**src/rtl/adc_pwr_ctrl.sv**
```systemverilog
module adc_pwr_ctrl #(
  parameter int DATA_W     = 18,
  parameter int CLK_KHZ    = 50000,
  parameter int PD_CYC     = CLK_KHZ / 100,
  parameter int NAP_CYC    = (CLK_KHZ + 4999) / 5000,
  parameter int SETTLE_CYC = CLK_KHZ * 4,
  parameter int GUARD_CYC  = (CLK_KHZ + 9999) / 10000
) (
  input  logic              clk,
  input  logic              rst_n,
  input  logic              pd_req,
  input  logic              conv_qual,
  input  logic              conv_start,
  input  logic              busy,
  input  logic              fmt_binary,
  input  logic              cap_stb,
  input  logic [DATA_W-1:0] cap_word,
  input  logic              rd_req,
  output logic [2:0]        state_o,
  output logic              pd_out,
  output logic              sdo_hiz,
  output logic              rd_go,
  output logic              smp_valid,
  output logic [DATA_W-1:0] smp_data,
  output logic              smp_ok
);
  localparam int MAXA = (PD_CYC > NAP_CYC) ? PD_CYC : NAP_CYC;
  localparam int MAXC = (MAXA > SETTLE_CYC) ? MAXA : SETTLE_CYC;
  localparam int CW   = $clog2(MAXC + 1);
  localparam int GW   = $clog2(GUARD_CYC + 1);

  typedef enum logic [2:0] {
    ST_RUN         = 3'd0,
    ST_PD_ENTRY    = 3'd1,
    ST_OFF         = 3'd2,
    ST_WAKE_DROP   = 3'd3,
    ST_WAKE_SETTLE = 3'd4,
    ST_NAP         = 3'd5
  } st_t;

  st_t           st;
  logic [CW-1:0] cnt;
  logic [GW-1:0] gcnt;
  logic          busy_q, drop_one, waking, rd_pend;

  wire busy_fall = busy_q & ~busy;
  wire guard     = busy | busy_fall | (gcnt != '0);
  wire rd_want   = rd_pend | rd_req;

  assign state_o = st;
  assign pd_out  = (st == ST_PD_ENTRY) || (st == ST_OFF);
  assign sdo_hiz = (st == ST_OFF);

  always_ff @(posedge clk or negedge rst_n) begin
    if (!rst_n) begin
      busy_q    <= 1'b0;
      gcnt      <= '0;
      rd_pend   <= 1'b0;
      rd_go     <= 1'b0;
      smp_valid <= 1'b0;
      smp_data  <= '0;
      smp_ok    <= 1'b0;
    end else begin
      busy_q    <= busy;
      if (busy_fall)          gcnt <= GW'(GUARD_CYC);
      else if (gcnt != '0)    gcnt <= gcnt - 1'b1;
      rd_go     <= rd_want & ~guard;
      rd_pend   <= rd_want & guard;
      smp_valid <= cap_stb;
      if (cap_stb) begin
        smp_data <= fmt_binary ? {~cap_word[DATA_W-1], cap_word[DATA_W-2:0]} : cap_word;
        smp_ok   <= (st == ST_RUN) || (st == ST_NAP);
      end
    end
  end

  always_ff @(posedge clk or negedge rst_n) begin
    if (!rst_n) begin
      st       <= ST_RUN;
      cnt      <= '0;
      drop_one <= 1'b0;
      waking   <= 1'b0;
    end else begin
      case (st)
        ST_RUN: begin
          if (pd_req) begin
            st  <= ST_PD_ENTRY;
            cnt <= '0;
          end else if (busy_fall && !conv_qual) begin
            st     <= ST_NAP;
            waking <= 1'b0;
          end
        end
        ST_PD_ENTRY: begin
          if (cnt == CW'(PD_CYC - 1)) st <= ST_OFF;
          else                        cnt <= cnt + 1'b1;
        end
        ST_OFF: begin
          if (!pd_req) begin
            st       <= ST_WAKE_DROP;
            drop_one <= 1'b0;
          end
        end
        ST_WAKE_DROP: begin
          if (pd_req) begin
            st  <= ST_PD_ENTRY;
            cnt <= '0;
          end else if (busy_fall) begin
            if (drop_one) begin
              st  <= ST_WAKE_SETTLE;
              cnt <= '0;
            end else begin
              drop_one <= 1'b1;
            end
          end
        end
        ST_WAKE_SETTLE: begin
          if (pd_req) begin
            st  <= ST_PD_ENTRY;
            cnt <= '0;
          end else if (cnt == CW'(SETTLE_CYC - 1)) begin
            st <= ST_RUN;
          end else begin
            cnt <= cnt + 1'b1;
          end
        end
        ST_NAP: begin
          if (pd_req) begin
            st  <= ST_PD_ENTRY;
            cnt <= '0;
          end else if (waking) begin
            if (cnt == CW'(NAP_CYC - 1)) st <= ST_RUN;
            else                         cnt <= cnt + 1'b1;
          end else if (conv_start) begin
            waking <= 1'b1;
            cnt    <= '0;
          end
        end
        default: st <= ST_RUN;
      endcase
    end
  end
endmodule

```
**config.mk**
```make
export PLATFORM = sky130hd
export DESIGN_NAME = adc_pwr_ctrl
export DESIGN_NICKNAME = d
export VERILOG_FILES = /design/src/rtl/adc_pwr_ctrl.sv
export SDC_FILE = /design/constraint.sdc
export NUM_CORES = 1
export LEC_CHECK = 0
export BUFFER_PORTS_ARGS = -buffer_cell sky130_fd_sc_hd__buf_2
export CORE_ASPECT_RATIO = 0.75
export CORE_MARGIN = 2
export CORE_UTILIZATION = 49
export CTS_CLUSTER_DIAMETER = 120
export CTS_CLUSTER_SIZE = 28
export DETAILED_ROUTE_END_ITERATION = 8
export GPL_TIMING_DRIVEN = 0
export PLACE_DENSITY = 0.71
export RECOVER_POWER = 25
export SYNTH_ARGS = -nofsm -noshare
export SYNTH_HDL_FRONTEND = slang
export SYNTH_SLANG_ARGS = --single-unit
```
**constraint.sdc**
```tcl
create_clock -name clk -period 7.6 [get_ports clk]
set_input_delay 0.76 -clock clk [delete_from_list [all_inputs] [get_ports clk]]
set_output_delay 0.76 -clock clk [all_outputs]
set_load 0.01 [all_outputs]
```
======== After elaboration in Yosys (flattened, before gate mapping) ========
Index checks and enable logic that the tools add are counted.
cells by class
  $add $sub $neg .......................... 2
  eq/ne operators ......................... 26
  mux-type cells .......................... 38
  bitwise logic cells ..................... 9
  reductions and logical operators ........ 14
operators with widths
  kind                                                                    count
  18-bit two-way mux                                                      12
  18-bit case mux with 5 select lines                                     1
  3-bit two-way mux                                                       14
  18-bit by 1-bit adder with 18-bit output, second input constant         1
  18-bit equality test, second input constant                             1
  18-bit by 4-bit equality test with 1-bit output, second input constant  1
  18-bit by 9-bit equality test with 1-bit output, second input constant  1
  3-bit case mux with 6 select lines                                      1
  8-bit AND reduction                                                     2
  3-bit != test, second input constant                                    5
  2-bit != test, second input constant                                    7
  1-bit two-way mux                                                       8
  4-bit != test, second input constant                                    2
  4-bit AND reduction                                                     2
  3-bit by 2-bit equality test with 1-bit output, second input constant   2
  3-bit equality test, second input constant                              2
  3-bit by 2-bit != test with 1-bit output, second input constant         2
  2-bit nonzero test                                                      3
  5-bit nonzero test                                                      1
  2-bit by 1-bit != test with 1-bit output, second input constant         2
  1-bit case mux with 2 select lines                                      2
  1-bit AND                                                               3
  3-bit by 1-bit equality test with 1-bit output, second input constant   1
  3-bit logical NOT                                                       1
  7 further kinds                                                         12
word-level totals
  bits in registers ....................... 49
  input port bits ......................... 27
  output and inout port bits .............. 26
  logic and storage cells ................. 100

======== Depth between registers and ports, before layout ========
Gate-level depths: netlist (run 1).
  depth after elaboration ................. 6
  mapped depth ............................ 10
  mapped depth without buffers ............ 8

======== Worst setup path after synthesis (run 1) ========
Ideal clock, no wire load.
  path kind ............................... reg2reg
  start point ............................. reg cnt[15]
  end point ............................... reg cnt[10]
  setup time .............................. 132 ps
  data arrival time ....................... 2,413 ps
  data required time ...................... 7,468 ps
  setup slack ............................. 5,055 ps
  stages on the path, launching flop included .. 9
  path buffers ............................ 2
  clock period less this slack ............ 2,545 ps
  cell sequence ........................... dfrtp_1 -> or4_4 -> or4_4 -> or3_4 -> nand4b_4 -> or2_1 -> buf_6 -> buf_6 -> o31ai_1
between the ends
  cells in the longest elaborated chain, start to end .. 3
  elaborated cells between the ends (all ways) .. 7
  classes of those cells .................. 6 x eq/ne; 1 x reduce/logical
ends and longest elaborated chain
  what                                                                           line  source
  from (decl)                                                                    42    logic [CW-1:0] cnt;
  from (signal assigned)                                                         96    else cnt <= cnt + 1'b1;
  from (signal assigned)                                                         124   cnt <= cnt + 1'b1;
  from (signal assigned)                                                         133   else cnt <= cnt + 1'b1;
  18-bit by 4-bit equality test with 1-bit output, or another cell as far along  132   if (cnt == CW'(NAP_CYC - 1)) st <= ST_RUN;
  4-bit != test (no source line), or another cell as far along                   --
  8-bit AND reduction (no source line) (*)                                       --
Mark *: on every way between the ends. The rest lies on a longest branch, timed or not.
A chain may end at the register's enable or synchronous reset.

======== Final worst setup path (run 1) ========
Same ends and word-level chain as after synthesis.

==> results of run 1 <==
flip-flops by register name (all words and copies together) (netlist names):
register,flops
smp_data,18
smp_valid,1
waking,1
busy_q,1
gcnt,3
rd_go,1
rd_pend,1
cnt,18
state_o,3
smp_ok,1
drop_one,1
cells in the final DEF, fill, tap and decap left out, types with 2 or more instances in the layout:
cell / Yosys / layout
a211oi_1: 3 / 3
a21oi_1: 9 / 9
a31oi_1: 6 / 6
and2_1: 2 / 2
and3_1: 3 / 3
and4_1: 2 / 2
buf_2: 1 / 49
buf_6: 2 / 2
clkbuf_1: 8 / 12
clkbuf_8: 0 / 5
clkinvlp_4: 0 / 2
dfrtp_1: 49 / 49
ha_1: 4 / 4
inv_1: 8 / 8
mux2_2: 18 / 18
nand2_1: 14 / 14
nand2b_1: 4 / 4
nand3_1: 13 / 13
nand4_1: 2 / 2
nor2_1: 28 / 28
nor2b_1: 6 / 6
nor3_1: 6 / 6
nor4_1: 4 / 4
o21ai_0: 18 / 18
o21ai_1: 3 / 3
o22ai_1: 2 / 2
o311ai_0: 2 / 2
o31ai_1: 13 / 13
o41ai_1: 2 / 2
or4_4: 2 / 2
xnor2_1: 3 / 3
cell type report:
cell class | count | area share
Sequential cell | 49 | 0.4210
Multi-Input combinational cell | 182 | 0.4068
Timing Repair Buffer | 51 | 0.08634
Tap cell | 60 | 0.02577
Clock buffer | 6 | 0.02491
Buffer | 11 | 0.01976
Inverter | 8 | 0.01031
Clock inverter | 2 | 0.005155
power groups by stage:
stage / clock network (mW) / registers (mW) / logic, mW
6_report: 0.154 / 0.333 / 0.285
2_1_floorplan: 0 / 0.340 / 0.193
5_1_grt: 0.170 / 0.340 / 0.322
4_1_cts: 0.157 / 0.333 / 0.285
3_3_place_gp: 0 / 0.336 / 0.278
3_5_place_dp: 0 / 0.337 / 0.285
critical path: stages (launching register included):
cell and delay [ns]:
dfrtp_1 0.46, or4_4 0.58, or4_4 0.53, nor4_1 0.36
nand4b_4 0.27, or2_1 0.14, buf_6 0.14, buf_6 0.15
o31ai_1 0.08
layer usage:
layer	wire length [microns]	global-route usage	up-vias
met4	24	0.03906	0
met2	2173	0.3115	90
met1	2702	0.3141	995
li1	-	-	1030
met5	0	0	-
met3	435	0.04370	2
through the flow:
stage / setup WS (ns) / cells
after CTS: 4.753 / 369
after global placement: 4.781 / 361
after floorplan: 5.055 / 250
final: 4.765 / 369
after global routing: 4.296 / 369
after detailed placement: 4.771 / 361
cell families after synthesis:
group | after synthesis
multiplexers | 19
adder cells (fa/ha/maj) | 4
AO/OA/AOI/OAI | 60
buffers and inverters | 19
XOR/XNOR | 3
AND/OR/NAND/NOR | 96
flip-flops | 49
path summary, 6_finish.rpt:
kind | depth (start not counted) | from | slack (ns) | endpoint
max | 8 | cnt[15] | 4.77 | cnt[10]
min | 1 | gcnt[2] | 0.49 | gcnt[2]
max reg2reg | 8 | cnt[15] | 4.77 | cnt[10]
min reg2reg | 1 | gcnt[2] | 0.49 | gcnt[2]
max in group asynchronous | 1 | rst_n | 4.94 | gcnt[2]
min in group asynchronous | 1 | rst_n | 1.24 | cnt[12]
==> flow_summary.toml, run 1 <==
[grt]
grt_pass1_wl_microns = 9384
grtUsageTotal = 0.2079
grt_remaining_overflow = 0
grt_max_degree = 50
antenna_found_initial = 0
grt_pass1_vias = 1981

[synth]
muxShareOfSynthArea = 0.08513
syn_inst = 250
synth.most_common_cell = "dfrtp_1"
synth_cell_type_count = 42
synth_common_cells = "dfrtp_1, nor2_1, mux2_2, o21ai_0, nand2_1"
synth_edf_count = 0
synth_xor_area_frac = 0.01052
synth_area_sq_mm = 0.002499
synthFlopType = "dfrtp_1"
synth_top_family_by_area = "simple AND/OR/NAND/NOR gates"
ys_warn_count = 0
synth_seq_area_share = 0.4907
ys_top_cells_by_area = "dfrtp_1, mux2_2, nor2_1"
synth-compound-area-share = 0.1487
synth_adder_area_share = 0.02003
postSynthAreaPerCell_sq_um = 9.995
yosys.area.top_type = "dfrtp_1"
synth-simple-area-share = 0.2098
synthesis.nets = 281
yosysTopAreaCellShare = 0.4907
synth_seq_cells = 49
async_flop_share = 1.000

[floorplan]
core_sq_mm = 0.004900
die_x_microns = 86.46
dieArea_sq_mm = 0.005692
std_cell_rows = 22
pin_count = 53
initial_core_util = 0.5100
dieHeight_microns = 65.84

[power]
leakage_nw = 1.267
clockPowerShare = 0.199
switchingPower_mw = 0.2871
total_power_mw = 0.7714
internal-power_mw = 0.4844
ir_drop_mv = 0.1923
p_sw_frac = 0.3721
p_per_area_mw_per_mm2 = 264.8
power_frac_comb = 0.369
p_seq_frac = 0.432

[min_path]
hold_path_class = "register to register"

[placement]
dp_hpwl_microns = 3899
portBuffers = 51
dpl_cell_area_sq_mm = 0.002829
place_congestion = 0.8815

[clocking]
cts_buffers = 5
post_cts_buffers = 0
cts_sinks = 49
ctsHoldBuffers = 0
clkLatencyLatePin_ns = 0.30
cts-root-buf = "clkbuf_8"
cts-resized-gates = 0
ctsHtreeMaxLevel = 2
clk_pin_slew_ns = 0.10
cts_tree = "yes"
cts.path.max_buffers = 2

[timing]
fin_hold_ws_ns = 0.4861
hold_viol = 0
clock.fmax_ghz = 0.3528
finClkSkew_ns = 0.008390
finalCritPeriodShare = 0.3730
maxSlewHeadroom = -0.6791
tns_ns = 0
setup_viol = 0
slew_violations = 50
worst_pin_slew_ns = 2.519
rsz0062_at_grt = "no"
period_needed_ns = 2.835

[cells_and_area]
final_area_sq_mm = 0.002913
multi_input_area_sq_mm = 0.001185
area.growth.synth_to_final_pct = 16.57
num_antenna_cells = 0
drive_above_1_share = 0.2654
fin_nets = 339
ff_latch_area_sq_mm = 0.001226
n_fill_cell = 442
utilization = 0.5945

[setup_path]
cp_max_fo = 10
worstPathRequired_ns = 7.77
start_kind = "register"
cp.arrival_ns = 3.01
worstSetupEndpointType = "register"
critical_path_class = "register to register"

[drt]
vias_per_cell = 5.737
routed_wl_microns = 5336
drtIter0Drc = 131
drtAntennaViolNets = 0
drc = 0
vias = 2117
first_pass_iters = 4
wl_per_cell_microns = 14.46

[status]
violations = "max-capacitance violations, max-slew violations"
outcome = "finished, violations left"

[flow_run]
drv_cap = 1
Note: power is estimated with default switching activity, not from simulation.
==> inputs of run 2 (changes only) <==
clock period = 2.9 ns   (was 7.6 ns; I/O delays follow)
==> flow_summary.toml, run 2 (synthesized netlist as in run 1, its figures left out) <==
[status]
outcome = "finished, final reports clean"

[clocking]
cts_tree = "yes"
ctsHoldBuffers = 0
cts-root-buf = "clkbuf_8"
post_cts_buffers = 0
clk_pin_slew_ns = 0.10
cts-resized-gates = 0
cts.path.max_buffers = 2
ctsHtreeMaxLevel = 2
cts_buffers = 5
cts_sinks = 49
clkLatencyLatePin_ns = 0.30

[grt]
grt_pass1_wl_microns = 9384
globalRouteMet2Util = 0.3115
grt_pass1_vias = 1981
grt.met1_usage = 0.3141
grt_remaining_overflow = 0
top_usage_layer = "met1"
antenna_found_initial = 0
grt_max_degree = 50
grt.met3_usage = 0.04370
grtUsageTotal = 0.2079

[timing]
tns_ns = 0
hold_viol = 0
fin_hold_ws_ns = 0.1366
slew_violations = 0
maxSlewHeadroom = 0.2112
finClkSkew_ns = 0.008843
rsz0062_at_grt = "no"
worst_pin_slew_ns = 1.183
period_needed_ns = 2.800
clock.fmax_ghz = 0.3571
setup_ws_ns = 0.09969
finalCritPeriodShare = 0.9656
setup_viol = 0

[floorplan]
std_cell_rows = 22
dieHeight_microns = 65.84
initial_core_util = 0.5100
pin_count = 53
core_sq_mm = 0.004900
dieArea_sq_mm = 0.005692
die_x_microns = 86.46

[drt]
drc = 0
first_pass_iters = 4
routed_wl_microns = 5416
wl_per_cell_microns = 14.68
vias_per_cell = 5.772
drtAntennaViolNets = 0
drtIter0Drc = 141
vias = 2130

[cells_and_area]
multi_input_area_sq_mm = 0.001191
utilization = 0.5960
drive_above_1_share = 0.2718
ff_latch_area_sq_mm = 0.001226
top_regs = "cnt: 18 flops, smp_data: 18 flops"
post_layout_nonfiller_instances = 369
final_cell_mix = "buf_2, dfrtp_1, nor2_1, mux2_2, o21ai_0"
fin_nets = 339
area.growth.synth_to_final_pct = 16.88
num_antenna_cells = 0
n_fill_cell = 443

[min_path]
hold_path_class = "primary input to register"

[power]
ir_drop_mv = 0.4811
p_per_area_mw_per_mm2 = 695.9
leakage_nw = 1.271

[setup_path]
start_kind = "register"
critical_path_class = "register to register"
cp.arrival_ns = 2.97
worstPathRequired_ns = 3.07
rrSetupSlack_ns = 0.1
worstSetupEndpointType = "register"
cp_max_fo = 10

[placement]
pre_cts_slack_ns = 0.07115
placed_cells = 361
place_congestion = 0.8815
portBuffers = 51
dp_hpwl_microns = 3899

[flow_run]
drv_cap = 0
## run 2: stage by stage
step,cell area (sq um),total power [mW]
after global routing,2920,2.182
after floorplan,2499,1.398
after global placement,2829,1.609
after CTS,2917,2.031
after detailed placement,2829,1.630
final,2920,2.032
## run 2: layout make-up
cell class / instances / area share
sequential: 49 / 0.4199
multi-input combinational: 182 / 0.4079
timing repair buffer: 51 / 0.08655
tap: 60 / 0.02571
clock buffer: 6 / 0.02485
buffer: 11 / 0.01971
inverter: 8 / 0.01028
clock inverter: 2 / 0.005141
## run 2: path summary, 6_finish.rpt
kind / to / cells past startpoint / startpoint
setup / recovery: cnt[10] / 8 / cnt[15]
hold / removal: smp_valid / 1 / cap_stb
setup reg to reg: cnt[10] / 8 / cnt[15]
hold reg to reg: gcnt[2] / 1 / gcnt[2]
max in group asynchronous: gcnt[2] / 1 / rst_n
min in group asynchronous: cnt[12] / 1 / rst_n
## run 2: worst max-delay path, stage by stage, from the launching register on
cell and delay (ns):
dfrtp_1 0.46, or4_4 0.58, or4_4 0.54, or3_4 0.42
nand4b_4 0.16, or2_1 0.14, buf_6 0.14, buf_6 0.15
o31ai_1 0.08
## run 2: power by group
group          switching [mW]  internal [mW]  total, mW
logic                   0.440          0.312      0.752
clock network           0.234          0.170      0.404
registers              0.0877          0.788      0.876
total                   0.762           1.27       2.03
## run 2: metal layers
layer | wire, microns | up-vias
met2 | 2211 | 78
met1 | 2798 | 1016
met3 | 373 | 4
li1 | - | 1032
met5 | 0 | -
met4 | 32 | 0
==> inputs of run 3 (changes only) <==
PLACE_DENSITY = 0.74   (was 0.71)
clock period = 2.4 ns   (was 2.9 ns; I/O delays follow)
==> flow_summary.toml, run 3 (synthesized netlist as in run 1, its figures left out) <==
[status]
outcome = "finished, violations left"
violations = "negative setup slack"

[drt]
vias = 2232
first_pass_iters = 4
drtAntennaViolNets = 0
wl_per_cell_microns = 15.51
vias_per_cell = 5.813
routed_wl_microns = 5954
drc = 0
drtIter0Drc = 126

[power]
p_seq_frac = 0.370
power_frac_comb = 0.427
p_per_area_mw_per_mm2 = 901.4
internal-power_mw = 1.844
leakage_nw = 1.412
ir_drop_mv = 0.4982
clockPowerShare = 0.204
p_sw_frac = 0.3554
total_power_mw = 2.860
switchingPower_mw = 1.016

[grt]
grt_remaining_overflow = 0
antenna_found_initial = 0
grtUsageTotal = 0.2273
grt_pass1_wl_microns = 9894
grt_max_degree = 50
grt_pass1_vias = 2076

[floorplan]
die_x_microns = 86.46
initial_core_util = 0.5100
dieArea_sq_mm = 0.005692
pin_count = 53
dieHeight_microns = 65.84
core_sq_mm = 0.004900
std_cell_rows = 22

[clocking]
clk_pin_slew_ns = 0.09
cts_tree = "yes"
ctsHtreeMaxLevel = 2
cts-root-buf = "clkbuf_8"
cts_buffers = 5
cts.path.max_buffers = 2
cts_sinks = 49
clkLatencyLatePin_ns = 0.30

[setup_path]
worstSetupEndpointType = "register"
critical_path_class = "register to register"
worstPathRequired_ns = 2.58
cp_max_fo = 5
start_kind = "register"
cp.arrival_ns = 2.72
ff2ff_path_depth = 9
rrSetupSlack_ns = -0.14

[timing]
finClkSkew_ns = 0.005052
period_needed_ns = 2.536
finalCritPeriodShare = 1.057
slew_violations = 0
hold_viol = 0
setup_viol = 18
rsz0062_at_grt = "yes"
maxSlewHeadroom = 0.2123
clock.fmax_ghz = 0.3943
worst_pin_slew_ns = 1.182
setup_ws_ns = -0.1361

[placement]
place_congestion = 0.8445
placed_cells = 361
dp_hpwl_microns = 4095
portBuffers = 51

[cells_and_area]
drive_above_1_share = 0.3426
area.growth.synth_to_final_pct = 26.99
final_common_cell = "dfrtp_1"
num_antenna_cells = 0
fin_nets = 354
post_layout_nonfiller_instances = 384
n_fill_cell = 386
top_regs = "cnt: 18 flops, smp_data: 18 flops"
final_cell_mix = "dfrtp_1, buf_2, nor2_1, mux2_2, o21ai_0"

[min_path]
min_path_cells = 1
hold_path_class = "primary input to register"

[flow_run]
drv_cap = 0
run 3: worst paths after layout:
check / to / start
max in group asynchronous: drop_one / rst_n
hold / removal: smp_valid / cap_stb
hold reg to reg: gcnt[2] / gcnt[2]
min in group asynchronous: smp_data[11] / rst_n
setup reg to reg: cnt[16] / cnt[2]
setup / recovery: cnt[16] / cnt[2]
run 3: layout make-up:
type / instances / area [sq um] / area share
Clock buffer: 6 / 72.57 / 0.02287
Clock inverter: 2 / 38.79 / 0.01222
Tap cell: 60 / 75.07 / 0.02366
Inverter: 8 / 30.03 / 0.009464
Timing Repair Buffer: 68 / 427.9 / 0.1349
Multi-Input combinational cell: 182 / 1261 / 0.3975
Buffer: 9 / 41.29 / 0.01301
Sequential cell: 49 / 1226 / 0.3864
run 3: critical path, stage by stage, from the launching register on:
cell,delay (ns)
dfrtp_1,0.40
or4_1,0.51
or4_4,0.53
or3_4,0.36
nand4b_4,0.12
or2_1,0.12
buf_6,0.11
buf_12,0.10
buf_16,0.11
o31ai_2,0.06
run 3: power by group through the flow:
stage	combinational [mW]	sequential (mW)	clock (mW)
2_1_floorplan	0.617	1.08	0
3_3_place_gp	0.881	1.07	0
3_5_place_dp	0.913	1.08	0
4_1_cts	1.24	1.06	0.597
5_1_grt	1.34	1.08	0.649
6_report	1.22	1.06	0.582
run 3: metal layers:
layer | global-route usage | vias to the layer above | part of all wire
met5 | 0 | - | 0
met4 | 0.05469 | 0 | 0.012
met3 | 0.06242 | 8 | 0.078
met2 | 0.3442 | 91 | 0.44
met1 | 0.3255 | 1068 | 0.47
li1 | - | 1065 | -
run 3: repair_timing:
action | 4_1_cts | 5_1_grt
pin swaps | 2 | 1
setup buffers | 16 | 0
gates resized for setup | 17 | 2
gates cloned | 1 | 0
hold buffers | 0 | 0
endpoints found under the setup margin | 18 | 19
run 3: per-stage QoR:
stage          hold slack (ns)    util  area [sq um]  TNS (ns)  worst slack, ns
3_3_place_gp            0.3946  0.5787          2835    -2.560          -0.2098
5_1_grt                0.07973  0.6476          3173    -3.006          -0.2138
2_1_floorplan         -0.05559       -          2505  -0.06002         -0.01026
3_5_place_dp            0.4015  0.5787          2835    -3.699          -0.2708
6_report                0.1107  0.6476          3173    -1.526          -0.1361
4_1_cts                0.08539  0.6491          3181    -1.676          -0.1272
